[src/rtl/fwd_hazard_pkg.sv]
`timescale 1ns/1ps
package fwd_hazard_pkg;
  localparam int INSTR_W = 32;
  localparam int RADDR_W = 5;
  localparam int OPC_W   = 7;

  localparam int OPC_LSB = 0;
  localparam int RD_LSB  = 7;
  localparam int RS1_LSB = 15;
  localparam int RS2_LSB = 20;

  localparam logic [OPC_W-1:0] OPC_ALU_IMM = 7'b0010011;
  localparam logic [OPC_W-1:0] OPC_ALU_REG = 7'b0110011;
  localparam logic [OPC_W-1:0] OPC_LOAD    = 7'b0000011;
  localparam logic [OPC_W-1:0] OPC_STORE   = 7'b0100011;

  localparam logic [INSTR_W-1:0] NOP_WORD = 32'h0000_0013;

  typedef enum logic [1:0] {
    SRC_REG = 2'b00,
    SRC_WB  = 2'b01,
    SRC_EXM = 2'b10
  } src_sel_e;

  typedef struct packed {
    logic [OPC_W-1:0]   opc;
    logic [RADDR_W-1:0] rd;
    logic [RADDR_W-1:0] rs1;
    logic [RADDR_W-1:0] rs2;
  } instr_fields_t;
endpackage

[src/rtl/fwd_stage_decode.sv]
`timescale 1ns/1ps
module fwd_stage_decode
  import fwd_hazard_pkg::*;
(
  input  logic [INSTR_W-1:0] instr_i,
  output instr_fields_t      fields_o
);
  localparam int FN3_LSB = RD_LSB + RADDR_W;
  localparam int FN7_LSB = RS2_LSB + RADDR_W;

  assign fields_o.opc = instr_i[OPC_LSB +: OPC_W];
  assign fields_o.rd  = instr_i[RD_LSB  +: RADDR_W];
  assign fields_o.rs1 = instr_i[RS1_LSB +: RADDR_W];
  assign fields_o.rs2 = instr_i[RS2_LSB +: RADDR_W];

  logic unused_bits;
  assign unused_bits = ^{instr_i[INSTR_W-1:FN7_LSB], instr_i[RS1_LSB-1:FN3_LSB]};
endmodule

[src/rtl/fwd_operand_sel.sv]
`timescale 1ns/1ps
module fwd_operand_sel
  import fwd_hazard_pkg::*;
(
  input  logic [RADDR_W-1:0] src_i,
  input  logic [RADDR_W-1:0] exm_rd_i,
  input  logic               exm_prod_i,
  input  logic [RADDR_W-1:0] wb_rd_i,
  input  logic               wb_prod_i,
  output src_sel_e           sel_o
);
  logic src_live, hit_exm, hit_wb;

  assign src_live = |src_i;
  assign hit_exm  = src_live && exm_prod_i && (exm_rd_i == src_i);
  assign hit_wb   = src_live && wb_prod_i  && (wb_rd_i  == src_i);

  // nearer producer carries the younger value
  always_comb begin
    if (hit_exm)     sel_o = SRC_EXM;
    else if (hit_wb) sel_o = SRC_WB;
    else             sel_o = SRC_REG;
  end
endmodule

[src/rtl/fwd_load_use_detect.sv]
`timescale 1ns/1ps
module fwd_load_use_detect
  import fwd_hazard_pkg::*;
#(
  parameter bit ONE_SHOT = 1'b1
) (
  input  logic          clk_i,
  input  logic          rst_ni,
  input  instr_fields_t prod_i,
  input  instr_fields_t cons_i,
  output logic          stall_o
);
  logic prod_is_load, cons_reads_rs2, hit_rs1, hit_rs2, stall_raw;

  assign prod_is_load   = (prod_i.opc == OPC_LOAD) && (|prod_i.rd);
  assign cons_reads_rs2 = (cons_i.opc == OPC_ALU_REG) || (cons_i.opc == OPC_STORE);
  assign hit_rs1        = (prod_i.rd == cons_i.rs1);
  assign hit_rs2        = cons_reads_rs2 && (prod_i.rd == cons_i.rs2);
  assign stall_raw      = prod_is_load && (hit_rs1 || hit_rs2);

  logic unused_fields;
  assign unused_fields = ^{prod_i.rs1, prod_i.rs2, cons_i.rd};

  if (ONE_SHOT) begin : g_one_shot
    logic stall_q;
    always_ff @(posedge clk_i or negedge rst_ni) begin
      if (!rst_ni) stall_q <= 1'b0;
      else         stall_q <= stall_o;
    end
    assign stall_o = stall_raw && !stall_q;
  end else begin : g_plain
    logic unused_clk;
    assign unused_clk = clk_i ^ rst_ni;
    assign stall_o    = stall_raw;
  end
endmodule

[src/rtl/fwd_hazard_ctrl.sv]
`timescale 1ns/1ps
module fwd_hazard_ctrl
  import fwd_hazard_pkg::*;
#(
  parameter bit ONE_SHOT = 1'b1
) (
  input  logic               clk_i,
  input  logic               rst_ni,
  input  logic [INSTR_W-1:0] ifid_instr_i,
  input  logic [INSTR_W-1:0] idex_instr_i,
  input  logic [INSTR_W-1:0] exmem_instr_i,
  input  logic [INSTR_W-1:0] memwb_instr_i,
  output logic [1:0]         sel_a_o,
  output logic [1:0]         sel_b_o,
  output logic               stall_o,
  output logic               pc_we_o,
  output logic               ifid_we_o,
  output logic               idex_bubble_o,
  output logic [INSTR_W-1:0] nop_word_o
);
  localparam int NUM_STAGES = 4;
  localparam int ST_IFID = 0;
  localparam int ST_IDEX = 1;
  localparam int ST_EXM  = 2;
  localparam int ST_WB   = 3;
  localparam int NUM_OPND = 2;

  logic [INSTR_W-1:0] stage_instr [NUM_STAGES];
  instr_fields_t      stage_f     [NUM_STAGES];

  assign stage_instr[ST_IFID] = ifid_instr_i;
  assign stage_instr[ST_IDEX] = idex_instr_i;
  assign stage_instr[ST_EXM]  = exmem_instr_i;
  assign stage_instr[ST_WB]   = memwb_instr_i;

  for (genvar g = 0; g < NUM_STAGES; g++) begin : g_dec
    fwd_stage_decode u_dec (
      .instr_i  (stage_instr[g]),
      .fields_o (stage_f[g])
    );
  end

  logic exm_prod, wb_prod;
  assign exm_prod = (stage_f[ST_EXM].opc == OPC_ALU_IMM);
  assign wb_prod  = (stage_f[ST_WB].opc == OPC_ALU_IMM) || (stage_f[ST_WB].opc == OPC_LOAD);

  logic [RADDR_W-1:0] opnd_src [NUM_OPND];
  src_sel_e           opnd_sel [NUM_OPND];

  assign opnd_src[0] = stage_f[ST_IDEX].rs1;
  assign opnd_src[1] = stage_f[ST_IDEX].rs2;

  for (genvar k = 0; k < NUM_OPND; k++) begin : g_opnd
    fwd_operand_sel u_sel (
      .src_i      (opnd_src[k]),
      .exm_rd_i   (stage_f[ST_EXM].rd),
      .exm_prod_i (exm_prod),
      .wb_rd_i    (stage_f[ST_WB].rd),
      .wb_prod_i  (wb_prod),
      .sel_o      (opnd_sel[k])
    );
  end

  assign sel_a_o = opnd_sel[0];
  assign sel_b_o = opnd_sel[1];

  fwd_load_use_detect #(.ONE_SHOT(ONE_SHOT)) u_lu (
    .clk_i   (clk_i),
    .rst_ni  (rst_ni),
    .prod_i  (stage_f[ST_IDEX]),
    .cons_i  (stage_f[ST_IFID]),
    .stall_o (stall_o)
  );

  assign pc_we_o       = !stall_o;
  assign ifid_we_o     = !stall_o;
  assign idex_bubble_o = stall_o;
  assign nop_word_o    = NOP_WORD;

  logic unused_fields;
  assign unused_fields = ^{stage_f[ST_EXM].rs1, stage_f[ST_EXM].rs2,
                           stage_f[ST_WB].rs1,  stage_f[ST_WB].rs2};
endmodule

[config.mk]
export PLATFORM = sky130hd
export DESIGN_NAME = fwd_hazard_ctrl
export DESIGN_NICKNAME = d
export VERILOG_FILES = /design/src/rtl/fwd_hazard_pkg.sv /design/src/rtl/fwd_stage_decode.sv /design/src/rtl/fwd_operand_sel.sv /design/src/rtl/fwd_load_use_detect.sv /design/src/rtl/fwd_hazard_ctrl.sv
export SDC_FILE = /design/constraint.sdc
export NUM_CORES = 1
export LEC_CHECK = 0
export BUFFER_PORTS_ARGS = -buffer_cell sky130_fd_sc_hd__buf_2
export CAP_MARGIN = 20
export CORE_MARGIN = 2
export CORE_UTILIZATION = 37
export DETAILED_ROUTE_END_ITERATION = 10
export GPL_TIMING_DRIVEN = 0
export MAX_ROUTING_LAYER = met4
export PLACE_DENSITY = 0.88
export RECOVER_POWER = 100
export SLEW_MARGIN = 15
export SYNTH_ARGS = -nofsm -noshare
export SYNTH_HDL_FRONTEND = slang
export SYNTH_HIERARCHICAL = 1
export SYNTH_SLANG_ARGS = --single-unit
[constraint.sdc]
create_clock -name clk_i -period 4.57 [get_ports clk_i]
set_input_delay 0.914 -clock clk_i [delete_from_list [all_inputs] [get_ports clk_i]]
set_output_delay 0.914 -clock clk_i [all_outputs]
set_load 0.05 [all_outputs]
## Word level (Yosys, flattened, before mapping)

Cells that the tools add are included.

| word-level totals | value |
|---|---|
| bits in registers | 1 |
| ROM bits | 0 |
| memory bits (writable) | 0 |
| bits in latches | 0 |
| memories | 0 |
| bits of input ports | 130 |

| cells by class | value |
|---|---|
| multipliers | 0 |
| equality and inequality tests | 12 |
| bitwise logic cells | 0 |
| shift-type cells | 0 |
| add/subtract/negate cells | 0 |
| divide/modulo/power cells | 0 |
| mux-type cells | 4 |
| reductions and logical operators | 20 |
| magnitude comparators | 0 |

Operators by type and width:

| operator | number |
|---|---|
| $eq A5 B5 Y1 | 6 |
| $reduce_or A5 Y1 | 3 |
| $eq A7 B2 Y1 const B | 2 |
| $eq A7 B5 Y1 const B | 2 |
| $eq A7 B6 Y1 const B | 2 |
| $logic_and A1 B1 Y1 | 12 |
| $mux W2 | 2 |
| $logic_or A1 B1 Y1 | 3 |
| $logic_not A1 Y1 | 2 |
| $mux W1 | 2 |

## Depth between registers and ports, before layout

Gate-level depths: netlist of run 1.

| depth | value |
|---|---|
| depth after elaboration | 7 |
| mapped depth | 7 |

## Cells and area by module

The synthesis of run 1 kept the hierarchy.

Modules (own cells, without submodules):

| module | cells an instance | seq. area each (um^2) | times used | area an instance (um^2) |
|---|---|---|---|---|
| fwd_stage_decode | 22 | 0.0 | 4 | 165.2 |
| fwd_hazard_ctrl | 42 | 0.0 | 1 | 302.8 |
| fwd_operand_sel | 19 | 0.0 | 2 | 146.4 |
| fwd_load_use_detect | 23 | 25.0 | 1 | 183.9 |

## Least setup slack after synthesis of run 1

Ideal clock, no wire load.

| timing | value |
|---|---|
| kind | input to output |
| from | input memwb_instr_i[3] |
| to | output sel_a_o[0] |
| path slack | -0.292 ns |
| cell stages on the path | 5 |
| arrival | 3.948 ns |
| path buffers | 1 |
| cells stage by stage | buf_4 > nor4_1 > and3_1 > nand2_1 > a2111oi_0 |

| between the ends | value |
|---|---|
| longest elaborated chain between the ends | 6 |
| elaborated cells on any way between the ends | 7 |

Ends and longest elaborated chain:

| item | line | RTL |
|---|---|---|
| from (decl) | fwd_hazard_ctrl.sv:12 | `input logic [INSTR_W-1:0] memwb_instr_i,` |
| $eq A7 B5 Y1 / $eq A7 B2 Y1 (equally long branches) | fwd_hazard_ctrl.sv:45 | `assign wb_prod = (stage_f[ST_WB].opc == OPC_ALU_IMM) \|\| (stage_f[ST_WB].opc == OPC_LOAD);` |
| $logic_or A1 B1 Y1 (*) | fwd_hazard_ctrl.sv:45 |  |
| named net wb_prod | fwd_hazard_ctrl.sv:43 | `logic exm_prod, wb_prod;` |
| $logic_and A1 B1 Y1 (*) (2 in series) | fwd_operand_sel.sv:16 | `assign hit_wb = src_live && wb_prod_i && (wb_rd_i == src_i);` |
| $mux W1 (*) | fwd_operand_sel.sv:21 | `else if (hit_wb) sel_o = SRC_WB;` |
| $mux W2 (*) | fwd_operand_sel.sv:20 | `if (hit_exm) sel_o = SRC_EXM;` |
| to (decl) | fwd_hazard_ctrl.sv:13 | `output logic [1:0] sel_a_o,` |

Mark *: on every way through the listed nets, which the timed path passes. The rest lies on a longest branch.

## Worst setup path after layout of run 1

| timing | value |
|---|---|
| from | input ifid_instr_i[3] |
| to | output stall_o |

| between the ends | value |
|---|---|
| longest elaborated chain between the ends | 6 |
| elaborated cells on any way between the ends | 7 |

Ends and longest elaborated chain:

| item | line | RTL |
|---|---|---|
| from (decl) | fwd_hazard_ctrl.sv:9 | `input logic [INSTR_W-1:0] ifid_instr_i,` |
| $eq A7 B6 Y1 | fwd_load_use_detect.sv:16 | `assign cons_reads_rs2 = (cons_i.opc == OPC_ALU_REG) \|\| (cons_i.opc == OPC_STORE);` |
| $logic_or A1 B1 Y1 (*) | fwd_load_use_detect.sv:16 |  |
| $logic_and A1 B1 Y1 (*) | fwd_load_use_detect.sv:18 | `assign hit_rs2 = cons_reads_rs2 && (prod_i.rd == cons_i.rs2);` |
| $logic_or A1 B1 Y1 (*) | fwd_load_use_detect.sv:19 | `assign stall_raw = prod_is_load && (hit_rs1 \|\| hit_rs2);` |
| $logic_and A1 B1 Y1 (*) | fwd_load_use_detect.sv:19 |  |
| $logic_and A1 B1 Y1 (*) | fwd_load_use_detect.sv:30 | `assign stall_o = stall_raw && !stall_q;` |
| to (decl) | fwd_hazard_ctrl.sv:15 | `output logic stall_o,` |

Every way passes the cells marked *; elsewhere a longest branch is shown, timed or not.

==> out/summary.log, run 1 <==
qor: global_routing.number_of_antenna_violations_at_the_first_check_in_global_routing 0
qor: global_routing.grtUsageTotal 10.5%
qor: setup_path.worst_path_dominant_cell_family simple AND/OR/NAND/NOR gates
qor: power_and_ir_drop.comb_power_share 94.5%
qor: cts.post-cts-setup-buffer-count 0
qor: layout.final-instance-count-excl-fill 247
qor: placed_design.buffers_on_ports 9
qor: cts.cts_resized 0
qor: layout.final_common_cell sky130_fd_sc_hd__buf_4
qor: route.detail_routed_net_length_per_standard_cell 9.17 µm
qor: global_routing.wire_length_of_the_first_global_routing_pass 3060 µm
qor: floorplan.floorplan.die_area 0.00382 mm²
qor: route.firstDrtPassIters 2
qor: sta.fin_worst_skew 0 ns
qor: cts.source_to_sink_clock_delay_at_the_later_pin_of_the_worst_skew_pair 0 ns
qor: placed_design.place_congestion 0.695
qor: global_routing.grt_use_met1 9.52%
qor: setup_path.cp_slowest_stage_delay 0.45 ns
qor: power_and_ir_drop.finalPower 165 µW
qor: layout.num-nets-final 335
qor: synth.yosys_warnings 6
qor: run.max_cap_viol_count 0
qor: global_routing.grt.busiest_layer met2
qor: sta.post-route-min-period 3.71 ns
qor: setup_path.worstPathBufferInverterCount 3
qor: global_routing.use_met3 0.828%
qor: power_and_ir_drop.switching_share 52.6%
qor: route.detail_route.iter0.violations 2
qor: sta.worst_slew_pin_slew 0.609 ns
qor: sta.final.setup.tns 0 ns
qor: power_and_ir_drop.p_leak 0.754 nW
qor: layout.largest_register_ff_count 1
qor: global_routing.global_route.overflow_total 0
qor: power_and_ir_drop.p_switching 86.7 µW
qor: route.postRouteWirelength 2270 µm
qor: route.vias_per_inst 3.80
qor: route.antenna_violating_nets_post_route 0
qor: sta.finalMaxSlewViolations 0
qor: power_and_ir_drop.worst_ir_drop_on_vdd 0.0644 mV
qor: setup_path.crit_path_start_kind input pin
qor: setup_path.kind_of_capture_point_of_the_worst_setup_path output pin
qor: power_and_ir_drop.power.internal 78.2 µW
qor: cts.hold_buffers 0
qor: sta.max_clock_freq 269 MHz
qor: synth.syn-mean-instance-area 7.55 µm²
qor: sta.final.period_utilization 81.2%
qor: floorplan.number_of_placement_rows 20
qor: sta.relSlewSlack 59.6%
qor: floorplan.pin_count 170
qor: layout.num-fill-cells 314
qor: layout.diodes 0
qor: floorplan.fp.dieW 61.8 µm
qor: setup_path.timing.critical_path.cells clkbuf_4 > nor4b_1 > nand3_1 > or4_1 > a21oi_1 > buf_4 > clkbuf_1
qor: cts.clk_pin_slew_worst_paths 0 ns
qor: sta.setup_ws 0.857 ns
qor: layout.most-common-layout-cells sky130_fd_sc_hd__buf_4 (96), sky130_fd_sc_hd__conb_1 (32), sky130_fd_sc_hd__xnor2_1 (17), sky130_fd_sc_hd__xor2_1 (13), sky130_fd_sc_hd__clkbuf_1 (8)
qor: sta.setup-violations-final 0
qor: layout.drive_above_1_share 48.8%
qor: sta.rsz0062_at_grt false
qor: floorplan.core_area 0.00313 mm²
qor: global_routing.grt_start_max_net_pins 5
qor: route.drc 0
qor: placed_design.dp_cells 247
qor: synth.synth_area 0.00124 mm²
qor: power_and_ir_drop.clockPowerShare 0%
qor: layout.syn_to_final_growth 16.6%
qor: placed_design.final_hpwl_from_detailed_placement 2180 µm
qor: global_routing.vias_in_the_first_global_route 827
qor: floorplan.floorplan.initialDensity 39.6%
qor: layout.largest_registers u_lu/g_one_shot.stall_q: 1 flops
qor: synth.post_synth_inst_count 164
qor: global_routing.grt_util_met2 24.1%
qor: setup_path.cpMaxStageDelayCell sky130_fd_sc_hd__clkbuf_1
qor: route.vias 938
qor: sta.hold_viol 0
qor: placed_design.placement.setup.worst_slack 1.03 ns
qor: worst_hold_path.tightest_hold_check_type reg -> reg
qor: layout.max_flop_register u_lu/g_one_shot.stall_q
qor: run_status.status complete, no violations
qor: setup_path.critPathArrivalTime 2.80 ns
qor: layout.final_cell_area 0.00144 mm²
qor: power_and_ir_drop.power.sequential.fraction 5.5%
qor: power_and_ir_drop.power_density 114 mW/mm²
qor: setup_path.critPathMaxFanout 4
qor: floorplan.fp.dieH 61.8 µm
qor: placed_design.instance_area_at_placement 0.00145 mm²
qor: setup_path.timing.setup.critical_path_class in -> out
qor: setup_path.data_required_critical_path 3.66 ns
routing by layer:
metal,part of all wire (%),up-vias
li1,-,481
met1,29,389
met2,56,68
met3,14,0
met4,0,0
met5,0,-
worst register-to-register path, stage by stage, from the launching register on:
cell and delay [ns]:
sky130_fd_sc_hd__dfrtp_1 0.33, sky130_fd_sc_hd__nor4_1 0.25, sky130_fd_sc_hd__o21ai_1 0.10, sky130_fd_sc_hd__a21oi_1 0.28
path summary, 6_finish.rpt:
| kind | startpoint | to | slack [ns] | cells after the start |
|---|---|---|---|---|
| worst max-delay path | ifid_instr_i[3] | stall_o | 0.86 | 7 |
| worst min-delay path | u_lu/g_one_shot.stall_q | u_lu/g_one_shot.stall_q | 0.56 | 3 |
| worst max register to register | u_lu/g_one_shot.stall_q | u_lu/g_one_shot.stall_q | 3.47 | 3 |
| worst min register to register | u_lu/g_one_shot.stall_q | u_lu/g_one_shot.stall_q | 0.56 | 3 |
| max in group asynchronous | rst_ni | u_lu/g_one_shot.stall_q | 3.79 | 1 |
| min in group asynchronous | rst_ni | u_lu/g_one_shot.stall_q | 0.69 | 1 |
through the flow:
stage	utilization (%)	hold slack, ns
3_3_place_gp	46.4	0.548
6_report	46.1	0.557
4_1_cts	46.4	0.563
2_1_floorplan	-	0.618
5_1_grt	46.1	0.579
3_5_place_dp	46.4	0.561
layout make-up:
cell class	instances	area, µm²	area share (%)
plain buffers	97	728	50.5
multi-input cells	95	596	41.3
well taps	44	55.1	3.82
repair buffers	9	35.0	2.43
flip-flops and latches	1	25.0	1.73
inverters	1	3.75	0.260
power by group through the flow:
stage	registers [mW]	clock network (mW)	logic (mW)
detailed placement	0.00902	0	0.155
global placement	0.00902	0	0.153
CTS	0.00902	0	0.155
floorplan	0.00902	0	0.148
finish	0.00902	0	0.156
global route	0.00902	0	0.167
No activity file was read; power rests on OpenSTA's default activity.
==> run 2, diff against run 1 <==
--- a/config.mk
+++ b/config.mk
@@ -7,12 +7,13 @@
 export LEC_CHECK = 0
 export BUFFER_PORTS_ARGS = -buffer_cell sky130_fd_sc_hd__buf_2
 export CAP_MARGIN = 20
+export CORE_ASPECT_RATIO = 1.4
 export CORE_MARGIN = 2
-export CORE_UTILIZATION = 37
+export CORE_UTILIZATION = 31
 export DETAILED_ROUTE_END_ITERATION = 10
 export GPL_TIMING_DRIVEN = 0
 export MAX_ROUTING_LAYER = met4
-export PLACE_DENSITY = 0.88
+export PLACE_DENSITY = 0.79
 export RECOVER_POWER = 100
 export SLEW_MARGIN = 15
 export SYNTH_ARGS = -nofsm -noshare
==> constraint.sdc (replaced) <==
create_clock -name clk_i -period 3 [get_ports clk_i]
set_input_delay 0.6 -clock clk_i [delete_from_list [all_inputs] [get_ports clk_i]]
set_output_delay 0.6 -clock clk_i [all_outputs]
set_load 0.05 [all_outputs]
==> run 2 against run 1 <==
Final cell count is 0.40% lower; worst setup slack worse by 0.70 ns; largest power group unchanged; sequential share of layout area about the same.
==> out/summary.log, run 2 (same netlist as run 1, synthesis figures left out) <==
qor: floorplan.floorplan.die_area 0.00452 mm²
qor: sta.rsz0062_at_grt false
qor: run_status.status complete, no violations
qor: global_routing.number_of_antenna_violations_at_the_first_check_in_global_routing 0
qor: sta.final.period_utilization 94.7%
qor: floorplan.pin_count 170
qor: layout.final_cell_area 0.00147 mm²
qor: sta.post-route-min-period 2.84 ns
qor: route.firstDrtPassIters 2
qor: route.detail_route.iter0.violations 4
qor: power_and_ir_drop.p_switching 133 µW
qor: cts.hold_buffers 0
qor: floorplan.fp.dieH 78.8 µm
qor: route.vias 925
qor: layout.largest_registers u_lu/g_one_shot.stall_q: 1 flops
qor: route.vias_per_inst 3.76
qor: setup_path.critPathMaxFanout 4
qor: worst_hold_path.tightest_hold_check_type in -> async
qor: setup_path.critPathArrivalTime 2.24 ns
qor: power_and_ir_drop.power_density 171 mW/mm²
qor: power_and_ir_drop.finalPower 252 µW
qor: power_and_ir_drop.switching_share 52.7%
qor: setup_path.timing.setup.critical_path_class in -> out
qor: power_and_ir_drop.p_leak 0.773 nW
qor: global_routing.grt_start_max_net_pins 5
qor: cts.clk_pin_slew_worst_paths 0 ns
qor: placed_design.instance_area_at_placement 0.00147 mm²
qor: sta.relSlewSlack 59.5%
qor: cts.post-cts-setup-buffer-count 0
qor: layout.final_common_cell sky130_fd_sc_hd__buf_4
qor: sta.worst_slew_pin_slew 0.609 ns
qor: power_and_ir_drop.power.internal 119 µW
qor: power_and_ir_drop.comb_power_share 94.5%
qor: power_and_ir_drop.clockPowerShare 0%
qor: sta.setup-violations-final 0
qor: route.postRouteWirelength 2410 µm
qor: power_and_ir_drop.worst_ir_drop_on_vdd 0.0861 mV
qor: placed_design.buffers_on_ports 9
qor: sta.fin_worst_skew 0 ns
qor: sta.hold_viol 0
qor: placed_design.place_congestion 0.749
qor: setup_path.kind_of_capture_point_of_the_worst_setup_path output pin
qor: layout.most-common-layout-cells sky130_fd_sc_hd__buf_4 (97), sky130_fd_sc_hd__conb_1 (32), sky130_fd_sc_hd__xnor2_1 (17), sky130_fd_sc_hd__xor2_1 (13), sky130_fd_sc_hd__clkbuf_2 (6)
qor: sta.final.setup.tns 0 ns
qor: sta.finalMaxSlewViolations 0
qor: layout.max_flop_register u_lu/g_one_shot.stall_q
qor: global_routing.global_route.overflow_total 0
qor: layout.diodes 0
qor: route.antenna_violating_nets_post_route 0
qor: floorplan.core_area 0.00388 mm²
qor: global_routing.grtUsageTotal 10.3%
qor: sta.max_clock_freq 352 MHz
qor: global_routing.vias_in_the_first_global_route 944
qor: power_and_ir_drop.power.sequential.fraction 5.5%
qor: layout.largest_register_ff_count 1
qor: setup_path.rr_worst_depth 3
qor: run.max_cap_viol_count 0
qor: route.detail_routed_net_length_per_standard_cell 9.81 µm
qor: floorplan.floorplan.initialDensity 31.9%
qor: setup_path.timing.critical_path.from ifid_instr_i[3]
qor: route.drc 0
qor: setup_path.crit_path_start_kind input pin
qor: placed_design.final_hpwl_from_detailed_placement 2370 µm
qor: global_routing.wire_length_of_the_first_global_routing_pass 3680 µm
qor: cts.cts_resized 0
qor: floorplan.number_of_placement_rows 27
qor: layout.syn_to_final_growth 18.8%
qor: floorplan.fp.dieW 57.4 µm
qor: cts.source_to_sink_clock_delay_at_the_later_pin_of_the_worst_skew_pair 0 ns
qor: layout.num-nets-final 335
qor: setup_path.worst_r2r_startpoint u_lu/g_one_shot.stall_q
qor: layout.drive_above_1_share 53.2%
qor: setup_path.data_required_critical_path 2.40 ns
-- run 2: cell count changes in the layout (fill, tap and decap cells not counted) --
cell,previous run,this run
sky130_fd_sc_hd__clkbuf_2,0,6
sky130_fd_sc_hd__a21oi_1,1,0
sky130_fd_sc_hd__a2111oi_1,2,0
sky130_fd_sc_hd__a2111oi_2,0,2
sky130_fd_sc_hd__clkbuf_1,8,2
sky130_fd_sc_hd__buf_4,96,97
sky130_fd_sc_hd__a21oi_4,0,1
sky130_fd_sc_hd__clkbuf_4,1,0
-- run 2: layer usage --
layer | global-route usage, % | routed length (µm) | up-vias | part of all wire (%)
li1 | - | - | 481 | -
met1 | 7.76 | 648 | 365 | 27
met2 | 24.0 | 1370 | 79 | 57
met3 | 2.12 | 401 | 0 | 17
met4 | 0 | 0 | 0 | 0
met5 | - | 0 | - | 0
-- run 2: final timing paths --
check	to	slack [ns]
min	u_lu/g_one_shot.stall_q	0.38
max in group asynchronous	u_lu/g_one_shot.stall_q	2.54
min in group clk_i	u_lu/g_one_shot.stall_q	0.58
min reg2reg	u_lu/g_one_shot.stall_q	0.58
max reg2reg	u_lu/g_one_shot.stall_q	2.00
max	pc_we_o	0.16
-- run 2: power by group through the flow --
stage / logic [mW] / clock network, mW / registers [mW]
after global placement: 0.235 / 0 / 0.0137
after CTS: 0.239 / 0 / 0.0137
after floorplan: 0.226 / 0 / 0.0137
after global routing: 0.253 / 0 / 0.0137
final: 0.238 / 0 / 0.0137
after detailed placement: 0.238 / 0 / 0.0137
-- run 2: cell type report --
| type | count | area, µm² |
|---|---|---|
| Fill cell | 415 | 2410 |
| Buffer | 97 | 728 |
| Multi-Input combinational cell | 95 | 617 |
| Tap cell | 43 | 53.8 |
| Timing Repair Buffer | 9 | 42.5 |
| Sequential cell | 1 | 25.0 |
| Inverter | 1 | 3.75 |
-- run 2: worst max-delay path, stage by stage --
cell,delay [ns]
sky130_fd_sc_hd__buf_4,0.11
sky130_fd_sc_hd__nor4b_1,0.31
sky130_fd_sc_hd__nand3_1,0.12
sky130_fd_sc_hd__or4_1,0.47
sky130_fd_sc_hd__a21oi_4,0.21
sky130_fd_sc_hd__inv_1,0.07
sky130_fd_sc_hd__buf_4,0.13
sky130_fd_sc_hd__clkbuf_2,0.23
-- run 2: metrics by stage --
stage	instances	worst slack [ns]	utilization [%]	hold slack, ns
after CTS	246	0.170	37.9	0.377
final	246	0.158	37.8	0.376
after global placement	246	0.190	37.9	0.377
after floorplan	194	-0.153	-	0.304
after detailed placement	246	0.180	37.9	0.377
after global routing	246	0.0469	37.8	0.378
==> run 3, diff against run 2 <==
--- a/config.mk
+++ b/config.mk
@@ -7,16 +7,14 @@
 export LEC_CHECK = 0
 export BUFFER_PORTS_ARGS = -buffer_cell sky130_fd_sc_hd__buf_2
 export CAP_MARGIN = 20
-export CORE_ASPECT_RATIO = 1.4
-export CORE_MARGIN = 2
-export CORE_UTILIZATION = 31
+export CORE_AREA = 2 2 65 67
 export DETAILED_ROUTE_END_ITERATION = 10
+export DIE_AREA = 0 0 67 69
 export GPL_TIMING_DRIVEN = 0
 export MAX_ROUTING_LAYER = met4
-export PLACE_DENSITY = 0.79
+export PLACE_DENSITY = 0.73
 export RECOVER_POWER = 100
 export SLEW_MARGIN = 15
 export SYNTH_ARGS = -nofsm -noshare
 export SYNTH_HDL_FRONTEND = slang
-export SYNTH_HIERARCHICAL = 1
 export SYNTH_SLANG_ARGS = --single-unit
==> run 3 against run 2 <==
Area after synthesis decreased by 37%; flip-flop and latch count unchanged; final area decreased by 10%; wire length decreased by 16%; register-to-register slack got worse by 0.11 ns; utilization decreased by 4.2 points; first-iteration DRC count increased to 2.8 times the previous value; final cell count increased by 2.4%; worst hold slack got worse by 0.0010 ns; sequential power about the same; critical path type unchanged.
==> out/summary.log, run 3 <==
qor: run_status.status complete, no violations
qor: layout.final-instance-count-excl-fill 252
qor: layout.multiInputGateArea 609 µm²
qor: power_and_ir_drop.worst_ir_drop_on_vdd 0.0700 mV
qor: placed_design.place_congestion 0.688
qor: sta.rsz0062_at_grt false
qor: placed_design.dp_cells 252
qor: sta.setup-violations-final 0
qor: power_and_ir_drop.power_density 178 mW/mm²
qor: synth.synth_top_area_share 34.6%
qor: synth.postSynth.topFlopCell sky130_fd_sc_hd__dfrtp_1
qor: synth.post_synth_inst_count 102
qor: sta.final.setup.tns 0 ns
qor: global_routing.global_route.overflow_total 0
qor: layout.num-fill-cells 417
qor: setup_path.kind_of_capture_point_of_the_worst_setup_path output pin
qor: synth.number_of_enable_type_register_cells_in_the_synthesized_netlist 0
qor: route.firstDrtPassIters 4
qor: global_routing.wire_length_of_the_first_global_routing_pass 3140 µm
qor: setup_path.crit_path_start_kind input pin
qor: sta.fin_worst_skew 0 ns
qor: sta.max_clock_freq 358 MHz
qor: global_routing.grtUsageTotal 8.20%
qor: route.detail_routed_net_length_per_standard_cell 8.02 µm
qor: synth.yosys_warnings 0
qor: route.drc 0
qor: placed_design.instance_area_at_placement 0.00132 mm²
qor: setup_path.timing.rr.end u_lu.g_one_shot.stall_q
qor: power_and_ir_drop.p_leak 0.704 nW
qor: floorplan.fp.dieH 69 µm
qor: floorplan.core_area 0.00391 mm²
qor: setup_path.critPathArrivalTime 2.20 ns
qor: synth.synth_top_cells_by_area sky130_fd_sc_hd__buf_4 (35%), sky130_fd_sc_hd__xnor2_1 (22%), sky130_fd_sc_hd__xor2_1 (11%)
qor: floorplan.number_of_placement_rows 23
qor: cts.source_to_sink_clock_delay_at_the_later_pin_of_the_worst_skew_pair 0 ns
qor: layout.diodes 0
qor: synth.synth_largest_area_cell sky130_fd_sc_hd__buf_4
qor: placed_design.buffers_on_ports 70
qor: layout.max_flop_register u_lu.g_one_shot.stall_q
qor: layout.num-nets-final 334
qor: setup_path.rr_worst_depth 3
qor: sta.post-route-min-period 2.80 ns
qor: setup_path.worst_r2r_startpoint u_lu.g_one_shot.stall_q
qor: floorplan.floorplan.die_area 0.00462 mm²
qor: sta.final.period_utilization 93.2%
qor: layout.syn_to_final_growth 68.5%
qor: sta.hold_viol 0
qor: synth.synth_area 782 µm²
qor: global_routing.grt_start_max_net_pins 5
qor: setup_path.timing.critical_path.from idex_instr_i[3]
qor: route.postRouteWirelength 2020 µm
qor: power_and_ir_drop.finalPower 234 µW
qor: layout.largest_registers u_lu.g_one_shot.stall_q: 1 flops
qor: setup_path.data_required_critical_path 2.40 ns
qor: route.antenna_violating_nets_post_route 0
qor: layout.final_cell_area 0.00132 mm²
qor: cts.hold_buffers 0
qor: synth.synthMostInstantiatedCell sky130_fd_sc_hd__buf_4
qor: cts.clk_pin_slew_worst_paths 0 ns
qor: route.vias 906
qor: layout.most-common-layout-cells sky130_fd_sc_hd__buf_2 (64), sky130_fd_sc_hd__buf_4 (36), sky130_fd_sc_hd__conb_1 (32), sky130_fd_sc_hd__xnor2_1 (20), sky130_fd_sc_hd__xor2_1 (10)
qor: layout.drive_above_1_share 55.4%
qor: global_routing.number_of_antenna_violations_at_the_first_check_in_global_routing 0
qor: synth.synth.cells.most_frequent sky130_fd_sc_hd__buf_4 (36), sky130_fd_sc_hd__xnor2_1 (20), sky130_fd_sc_hd__xor2_1 (10)
qor: setup_path.critPathMaxFanout 3
qor: floorplan.pin_count 170
qor: layout.regArea 25.0 µm²
qor: sta.relSlewSlack 62.7%
qor: synth.ys_seq_area_share 3.20%
qor: synth.asyncSetResetFlopFracSynth 100%
qor: synth.synthDistinctLibCells 20
qor: layout.final_common_cell sky130_fd_sc_hd__buf_2
qor: layout.largest_register_ff_count 1
qor: route.detail_route.iter0.violations 11
qor: worst_hold_path.tightest_hold_check_type in -> async
qor: setup_path.timing.setup.critical_path_class in -> out
qor: route.vias_per_inst 3.60
qor: sta.finalMaxSlewViolations 0
qor: setup_path.timing.reg2reg.setup_slack 1.89 ns
qor: floorplan.floorplan.initialDensity 20.0%
qor: synth.ys_ff_latch 1
qor: layout.fin_util 33.7%
qor: run.max_cap_viol_count 0
qor: synth.syn-mean-instance-area 7.67 µm²
qor: global_routing.vias_in_the_first_global_route 809
qor: placed_design.final_hpwl_from_detailed_placement 1970 µm
qor: sta.worst_slew_pin_slew 0.554 ns
qor: floorplan.fp.dieW 67 µm
[run 3: logic make-up after synthesis]
logic type	after synthesis	share of synthesized area, %
AOI/OAI and AO/OA	5	4.48
xor gates and xnor gates	30	33.6
buffers and inverters	36	34.6
DFF	1	3.20
other	2	0.960
and+or+nand+nor	28	23.2
[run 3: area by class of cell]
cell class                 instances  area share, %
buffer                            36           20.5
multi-input combinational         95           46.2
sequential                         1           1.90
tap                               50           4.75
timing repair buffer              70           26.6
[run 3: repair_timing]
item	4_1_cts	5_1_grt
endpoints found under the setup margin	0	3
buffers inserted	0	0
resized for setup	0	1
[run 3: report_power, final]
part / internal, mW / switching (mW) / leakage (nW)
combinational: 0.0862 / 0.135 / 0.690
clock: 0 / 0 / 0
sequential: 0.0137 / 0.00000224 / 0.0140
total: 0.0999 / 0.135 / 0.704
[run 3: metal layers]
| layer | up-vias | global-route usage (%) | routed length (µm) |
|---|---|---|---|
| met5 | - | - | 0 |
| met4 | 0 | 0.454 | 0 |
| met1 | 354 | 8.19 | 688 |
| li1 | 480 | - | - |
| met3 | 0 | 0.653 | 318 |
| met2 | 72 | 17.1 | 1020 |
[run 3: through the flow]
| step | worst slack, ns | hold WS [ns] |
|---|---|---|
| 6_report | 0.203 | 0.375 |
| 5_1_grt | 0.0228 | 0.382 |
| 4_1_cts | 0.160 | 0.376 |
| 3_5_place_dp | 0.160 | 0.376 |
| 3_3_place_gp | 0.187 | 0.374 |
| 2_1_floorplan | 0.0928 | 0.304 |
[run 3: how the worst max path moves through the flow]
stage,end,cells after the start
4_1_cts,stall_o,7
2_1_floorplan,sel_a_o[0],4
6_report,stall_o,7
5_1_grt,stall_o,7
3_5_place_dp,stall_o,7
3_3_place_gp,stall_o,7
[run 3: critical path: stages]
cell and delay [ns]:
sky130_fd_sc_hd__buf_2 0.09, sky130_fd_sc_hd__or4_1 0.54, sky130_fd_sc_hd__nor4_2 0.20, sky130_fd_sc_hd__o21ai_0 0.19
sky130_fd_sc_hd__a21oi_2 0.19, sky130_fd_sc_hd__buf_4 0.13, sky130_fd_sc_hd__clkbuf_2 0.26
